<file path="src/rtl/sad_pkg.sv">
package sad_pkg;
    localparam int LANES_DEF  = 8;
    localparam int PIX_W_DEF  = 8;
    localparam int BLK_DIM    = 16;
    localparam int BEATS_DEF  = BLK_DIM * BLK_DIM / LANES_DEF;
    localparam int ACC_W_DEF  = 16;

    typedef enum logic {
        ST_IDLE = 1'b0,
        ST_RUN  = 1'b1
    } sad_state_e;
endpackage

</file>
<file path="src/rtl/sad_absdiff.sv">
module sad_absdiff #(
    parameter int PIX_W = 8
) (
    input  logic [PIX_W-1:0] a_i,
    input  logic [PIX_W-1:0] b_i,
    output logic [PIX_W-1:0] d_o
);
    always_comb begin
        if (a_i >= b_i) d_o = a_i - b_i;
        else            d_o = b_i - a_i;
    end
endmodule

</file>
<file path="src/rtl/sad_hsum.sv">
module sad_hsum #(
    parameter int N     = 8,
    parameter int IN_W  = 8,
    parameter int OUT_W = IN_W + $clog2(N)
) (
    input  logic [N*IN_W-1:0] vals_i,
    output logic [OUT_W-1:0]  sum_o
);
    always_comb begin
        sum_o = '0;
        for (int i = 0; i < N; i++) begin
            sum_o = sum_o + OUT_W'(vals_i[i*IN_W +: IN_W]);
        end
    end
endmodule

</file>
<file path="src/rtl/sad_early_exit.sv">
module sad_early_exit
    import sad_pkg::*;
#(
    parameter int LANES = LANES_DEF,
    parameter int PIX_W = PIX_W_DEF,
    parameter int BEATS = BEATS_DEF,
    parameter int ACC_W = ACC_W_DEF
) (
    input  logic                   clk,
    input  logic                   rst_n,
    input  logic                   start_i,
    input  logic                   thr_en_i,
    input  logic [ACC_W-1:0]       thr_i,
    input  logic                   in_valid_i,
    output logic                   in_ready_o,
    input  logic [LANES*PIX_W-1:0] cur_pix_i,
    input  logic [LANES*PIX_W-1:0] ref_pix_i,
    output logic                   done_o,
    output logic                   aborted_o,
    output logic [ACC_W-1:0]       sad_o
);
    localparam int BEAT_W = (BEATS > 1) ? $clog2(BEATS) : 1;
    localparam int BSUM_W = PIX_W + $clog2(LANES);

    typedef struct packed {
        sad_state_e        st;
        logic [BEAT_W-1:0] beat;
        logic [ACC_W-1:0]  acc;
        logic [ACC_W-1:0]  thr;
        logic              thr_en;
        logic              done;
        logic              aborted;
    } core_s;

    core_s r_d, r_q;

    logic [LANES*PIX_W-1:0] lane_diff;
    logic [BSUM_W-1:0]      beat_sum;
    logic [ACC_W-1:0]       acc_sum;

    for (genvar g = 0; g < LANES; g++) begin : g_lane
        sad_absdiff #(.PIX_W(PIX_W)) u_diff (
            .a_i (cur_pix_i[g*PIX_W +: PIX_W]),
            .b_i (ref_pix_i[g*PIX_W +: PIX_W]),
            .d_o (lane_diff[g*PIX_W +: PIX_W])
        );
    end

    sad_hsum #(.N(LANES), .IN_W(PIX_W), .OUT_W(BSUM_W)) u_hsum (
        .vals_i (lane_diff),
        .sum_o  (beat_sum)
    );

    always_comb begin
        r_d         = r_q;
        r_d.done    = 1'b0;
        r_d.aborted = 1'b0;
        acc_sum     = r_q.acc + ACC_W'(beat_sum);
        if (start_i) begin
            r_d.st     = ST_RUN;
            r_d.beat   = '0;
            r_d.acc    = '0;
            r_d.thr    = thr_i;
            r_d.thr_en = thr_en_i;
        end else if (r_q.st == ST_RUN && in_valid_i) begin
            r_d.acc = acc_sum;
            if (r_q.thr_en && (acc_sum > r_q.thr)) begin
                r_d.st      = ST_IDLE;
                r_d.done    = 1'b1;
                r_d.aborted = 1'b1;
            end else if (r_q.beat == BEAT_W'(BEATS - 1)) begin
                r_d.st   = ST_IDLE;
                r_d.done = 1'b1;
            end else begin
                r_d.beat = r_q.beat + BEAT_W'(1);
            end
        end
    end

    always_ff @(posedge clk or negedge rst_n) begin
        if (!rst_n) begin
            r_q <= '{st: ST_IDLE, beat: '0, acc: '0, thr: '0,
                     thr_en: 1'b0, done: 1'b0, aborted: 1'b0};
        end else begin
            r_q <= r_d;
        end
    end

    logic [ACC_W-1:0] thr_lat;
    logic             thr_en_lat;
    assign thr_lat    = r_q.thr;
    assign thr_en_lat = r_q.thr_en;

    assign in_ready_o = (r_q.st == ST_RUN);
    assign done_o     = r_q.done;
    assign aborted_o  = r_q.aborted;
    assign sad_o      = r_q.acc;
endmodule

</file>
<file path="config.mk">
export PLATFORM = sky130hd
export DESIGN_NAME = sad_early_exit
export DESIGN_NICKNAME = d
export VERILOG_FILES = /design/src/rtl/sad_pkg.sv /design/src/rtl/sad_absdiff.sv /design/src/rtl/sad_hsum.sv /design/src/rtl/sad_early_exit.sv
export SDC_FILE = /design/constraint.sdc
export NUM_CORES = 1
export LEC_CHECK = 0
export BUFFER_PORTS_ARGS = -buffer_cell sky130_fd_sc_hd__buf_2
export CORE_AREA = 2 2 131 197
export CTS_BUF_LIST = sky130_fd_sc_hd__clkbuf_8
export DETAILED_ROUTE_END_ITERATION = 10
export DIE_AREA = 0 0 133 199
export GPL_TIMING_DRIVEN = 0
export SYNTH_ARGS = -nofsm -noshare
export SYNTH_HDL_FRONTEND = slang
export SYNTH_HIERARCHICAL = 1
export SYNTH_SLANG_ARGS = --single-unit
</file>
<file path="constraint.sdc">
create_clock -name clk -period 3.4 [get_ports clk]
set_input_delay 0.34 -clock clk [delete_from_list [all_inputs] [get_ports clk]]
set_output_delay 0.34 -clock clk [all_outputs]
set_load 0.02 [all_outputs]
</file>
Word-level counts from Yosys, hierarchy flattened. Index checks and enable logic that the tools add are counted.

Word-level logic and storage cells: 69. Register bits after elaboration: 41. Output and inout bits: 19.

Multiplexer cells: 19. Reductions and logical operators: 6. Add/sub/neg operators: 25. Equality and inequality tests: 3. Magnitude comparators: 9.

Operators by type and width (count): $sub A8 B8 Y8 (16); $add A11 B8 Y11 (6); $ge A8 B8 Y1 (8); $mux W8 (8); $mux W22 (2); $add A16 B11 Y16 (1); $gt A16 B16 Y1 (1); $mux W5 (2); $add A8 B8 Y9 (1); $add A5 B1 Y5 const B (1); $eq A5 B5 Y1 const B (1); $mux W1 (5); $mux W2 (2); $ne A2 B2 Y1 const B (2); $reduce_and A3 Y1 (1); $reduce_bool A3 Y1 (1); $logic_and A1 B1 Y1 (2); $reduce_and A2 Y1 (1); $reduce_bool A2 Y1 (1).

Logic depth before layout (Yosys ltp).
Depth in word-level cells: 15. Depth in mapped cells: 36. Gate-level depth less buffers: 35.

By module. Netlist, hierarchy kept.

Modules (own cells, without submodules): sad_absdiff (area each 651.9 um^2, seq. area each 0.0 um^2, times used 8, cells an instance 81); sad_early_exit (area each 2768.9 um^2, seq. area each 1026.0 um^2, times used 1, cells an instance 314); sad_hsum (area each 1783.0 um^2, seq. area each 0.0 um^2, times used 1, cells an instance 206).

Worst setup path after synthesis. No wires, ideal clock.

Path type: input port to flip-flop. Start point: in cur_pix_i[21]. End point: reg r_q[37] (netlist bit). Setup slack: -5102 ps. Path buffers: 1. Stages on the path: 35. Arrival time: 8374 ps. Required time: 3273 ps. Cells stage by stage: inv_1 > ha_1 > buf_6 > a21o_1 > a21o_1 > a221oi_4 > mux2i_1 > xor2_1 > inv_1 > fa_1 > inv_1 > fa_1 > inv_1 > fa_1 > fa_1 > inv_1 > ha_1 > a21o_1 > a21o_1 > a221oi_2 > xnor2_1 > ha_1 > a21oi_1 > o21ai_0 > a21oi_1 > nand2_1 > nand3_1 > xnor2_1 > ha_1 > nand4_2 > or4_4 > a21o_1 > a31o_2 > nand4_1 > mux2_1.

Cells in the longest elaborated chain, start to end: 13.

RTL lines: from (decl) (line sad_early_exit.sv:16) `input logic [LANES*PIX_W-1:0] cur_pix_i,`; $sub A8 B8 Y8 (tied with other cells) (line sad_absdiff.sv:10) `else d_o = b_i - a_i;`; $mux W8 (*) (line sad_absdiff.sv:9) `if (a_i >= b_i) d_o = a_i - b_i;`; named net lane_diff[22] (line sad_early_exit.sv:37) `logic [LANES*PIX_W-1:0] lane_diff;`; $add A11 B8 Y11 (*) (6 in series) (line sad_hsum.sv:12) `sum_o = sum_o + OUT_W'(vals_i[i*IN_W +: IN_W]);`; named net beat_sum[9] (line sad_early_exit.sv:38) `logic [BSUM_W-1:0] beat_sum;`; $add A16 B11 Y16 (*) (line sad_early_exit.sv:58) `acc_sum = r_q.acc + ACC_W'(beat_sum);`; $gt A16 B16 Y1 (*) (line sad_early_exit.sv:67) `if (r_q.thr_en && (acc_sum > r_q.thr)) begin`; $logic_and A1 B1 Y1 (*) (line sad_early_exit.sv:67); $ne A2 B2 Y1 (no source line) (*); $reduce_and A3 Y1 (no source line) (*); to (signal assigned) (line sad_early_exit.sv:82) `r_q <= '{st: ST_IDLE, beat: '0, acc: '0, thr: '0,`; to (signal assigned) (line sad_early_exit.sv:85) `r_q <= r_d;`; to (decl) (line sad_early_exit.sv:35) `core_s r_d, r_q;`.

Mark *: on every way through the listed nets, which the timed path passes. The rest lies on a longest branch. A chain may end at the register's enable or synchronous reset.

Worst setup path after layout.
Start point: in cur_pix_i[56]. End point: reg r_q[35] (netlist bit).

Cells in the longest elaborated chain, start to end: 8.

RTL lines (line): $sub A8 B8 Y8 (tied with other cells) (sad_absdiff.sv:10); $mux W8 (*) (sad_absdiff.sv:9); named net lane_diff[61] (sad_early_exit.sv:37); $add A11 B8 Y11 (*) (sad_hsum.sv:12); named net beat_sum[7] (sad_early_exit.sv:38); $add A16 B11 Y16 (*) (sad_early_exit.sv:58); $gt A16 B16 Y1 (*) (sad_early_exit.sv:67); $logic_and A1 B1 Y1 (*) (sad_early_exit.sv:67); $ne A2 B2 Y1 (no source line) (*); $reduce_and A3 Y1 (no source line) (*).

Marked as above.

==> impl_metrics.yaml <==
status:
  status: "complete, but fails checks"
  violations: "negative setup slack"
place:
  hpwl_um: 21000
  dp.cells: 1663
  io_buffers: 167
  gp_congestion: 0.880
critical_path:
  crit_required_ps: 3640
  cp_slowest_cell: "or4_4"
  rr_endpoint: "r_q[35]$_DFFE_PN0P_"
  critPathCaptureType: "register"
  arrival_ps: 8420
  cp_max_fo: 5
  r2r_setup_slack_ps: -900
  cpPeakStageDelay_ps: 570
  path_common_cell: "fa_1"
  rr_startpoint: "sad_o[0]$_DFFE_PN0P_"
  critPathKind: "primary input to register"
  critPathLaunchType: "primary input"
  r2r_cells: 15
synthesis:
  synth.distinct_cells: 56
  syn_area_sq_mm: 0.00977
  ys_ff_latch: 41
  synth_xor_area_frac: 0.0699
  synth-seq-area-share: 0.105
  yosysMostFrequentCell: "inv_1"
  synth_top_family_by_area: "adder cells"
  yosys.area.top_type: "ha_1"
  yosys_warnings: 6
  synth-main-ff-cell: "dfrtp_1"
  synth_cells: 1168
  syn_avg_cell_area_sq_um: 8.36
  synth.area.top_cells: "ha_1 22%, fa_1 11%, dfrtp_1 11%"
  ys_async_sr_fraction: 1.00
  synth_common_cells: "235 x inv_1, 172 x ha_1, 83 x a21oi_1, 77 x nand2_1"
  synth_fp_nets: 1545
  synth_fa_ha_area_frac: 0.335
  synth_compound_gate_area_share: 0.204
  yosys-mux-area-fraction: 0.0632
  synthSimpleGateAreaFrac: 0.0986
  synth_edf_count: 0
  netlist.area_leader.share: 0.220
sta:
  tightest_slew_ps: 938
  final_max_slew_viol_count: 0
  fin_ws_ps: -4790
  fin_setup_tns_ps: -78180
  finalHoldViolCount: 0
  skew_ps: 10.2
  fmax_mhz: 122
  maxSlewHeadroom: 0.375
  min_period_ps: 8190
  period_share: 2.41
  rsz0062_at_grt: "yes"
  setup_violations: 23
cells_and_area:
  nets: 1797
  finalNonFillerCells: 1749
  layout-area-overhead-vs-synth_pct: 35.3
  num_antenna_cells: 0
  nFillCells: 2305
  drive_gt1_frac: 0.381
detailed_routing:
  drcViolationCount: 0
  wl_per_cell_um: 14.9
  antenna_left: 0
  dr.first_iter.drc_count: 228
  drt_wl_total_um: 26000
  vias: 8834
  dr.pass1.iters: 4
  viasPerCell: 5.05
die:
  initial_utilization: 0.394
  die_x_um: 133
  rows: 71
  die_h_um: 199
  die_area_sq_mm: 0.0265
  fp.coreArea_sq_mm: 0.0248
  io-pin-count: 168
clock_network:
  insertion_delay_ps: 310
  numCtsBuffers: 5
  clk_pin_slew_ps: 80
  cts-root-to-sink-buffers: 2
  cts_tree: "yes"
  clock_sinks: 41
  hold_buffers: 0
  clockRootBuffer: "clkbuf_8"
  h-tree-depth: 2
grt:
  met3_usage: 0.0117
  antenna_found_initial: 0
  grt_overflow_total: 0
  first_global_vias: 9030
  busiest_layer: "met2"
  grt_pass1_wl_um: 41400
  grt_max_degree: 42
  met2_usage: 0.402
  grtUsageTotal: 0.189
  grtUsageMet1: 0.195
run:
  maxCapViolCount: 0
hold_path:
  hold_class: "primary input to asynchronous set/reset pin"
## area by class of cell
class                   count  area [sq um]  share of cell area
flip-flops and latches     41          1030              0.0776
clock inverters             1          5.00            0.000379
inverters                 235           902              0.0683
plain buffers              31           191              0.0145
clock buffers               7          96.3             0.00729
repair buffers            271          1860               0.141
well taps                 328           410              0.0310
multi-input cells         835          8730               0.660
## per-stage QoR
stage          hold WS, ps  area, sq um  utilization  setup slack (ps)
2_1_floorplan         44.4        10100            -             -4530
3_3_place_gp           502        11400        0.458             -5480
3_5_place_dp           521        11400        0.458             -5590
4_1_cts                203        12400        0.501             -4730
5_1_grt                235        13200        0.533             -5160
6_report               171        13200        0.533             -4790
## per-layer routing
layer  vias up  share of wire  wire [um]
li1       4412              -          -
met1      4214           0.37       9560
met3        32          0.025        659
met4         0          0.020        507
met5         -              0          0
met2       176           0.59      15300
## flip-flops by register name, summed over array words and instances, names as in the netlist
register,flops
aborted_o,1
done_o,1
in_ready_o,1
r_q,5
sad_o,16
thr_en_lat,1
thr_lat,16
## logic make-up after synthesis
family / count (synthesis)
AOI/OAI and AO/OA: 283
xor gates and xnor gates: 78
adders and majority gates: 228
buffers and inverters: 292
DFF: 41
muxes: 61
and+or+nand+nor: 185
## what timing repair did
item | in CTS | in global routing
pin swaps | 82 | 66
buffers inserted | 73 | 33
setup endpoints to repair | 23 | 23
gates resized for setup | 121 | 122
## cell usage in the layout, fill, tap and decap left out, types with 22 or more instances in the layout
cell / count
buf_4: 91
buf_2: 151
inv_2: 27
a21oi_1: 58
ha_1: 107
xor2_1: 38
fa_1: 49
a31oi_1: 33
inv_1: 202
a21o_1: 39
nand2_1: 70
buf_6: 39
o21ai_0: 35
ha_4: 44
dfrtp_1: 41
a21o_2: 24
nand4_1: 22
mux2i_1: 45
xnor2_1: 27
## worst max-delay path by stage
stage / from / to
6_report: cur_pix_i[56] / r_q[35]$_DFFE_PN0P_
5_1_grt: ref_pix_i[45] / r_q[35]$_DFFE_PN0P_
4_1_cts: ref_pix_i[56] / r_q[35]$_DFFE_PN0P_
3_5_place_dp: cur_pix_i[27] / r_q[37]$_DFFE_PN0P_
3_3_place_gp: cur_pix_i[27] / r_q[37]$_DFFE_PN0P_
2_1_floorplan: ref_pix_i[61] / r_q[37]$_DFFE_PN0P_
## worst max-delay path: cells and delay by family
family          cells  cell delay, ps
fa+ha+maj           9            3530
mux                 1             170
xor+xnor            3             540
simple gates        5            1480
buf+inv             8             590
compound gates     10            1760
Power is not shown: default switching activity piles up to over one toggle a cycle in this logic, so the estimate is an artifact.
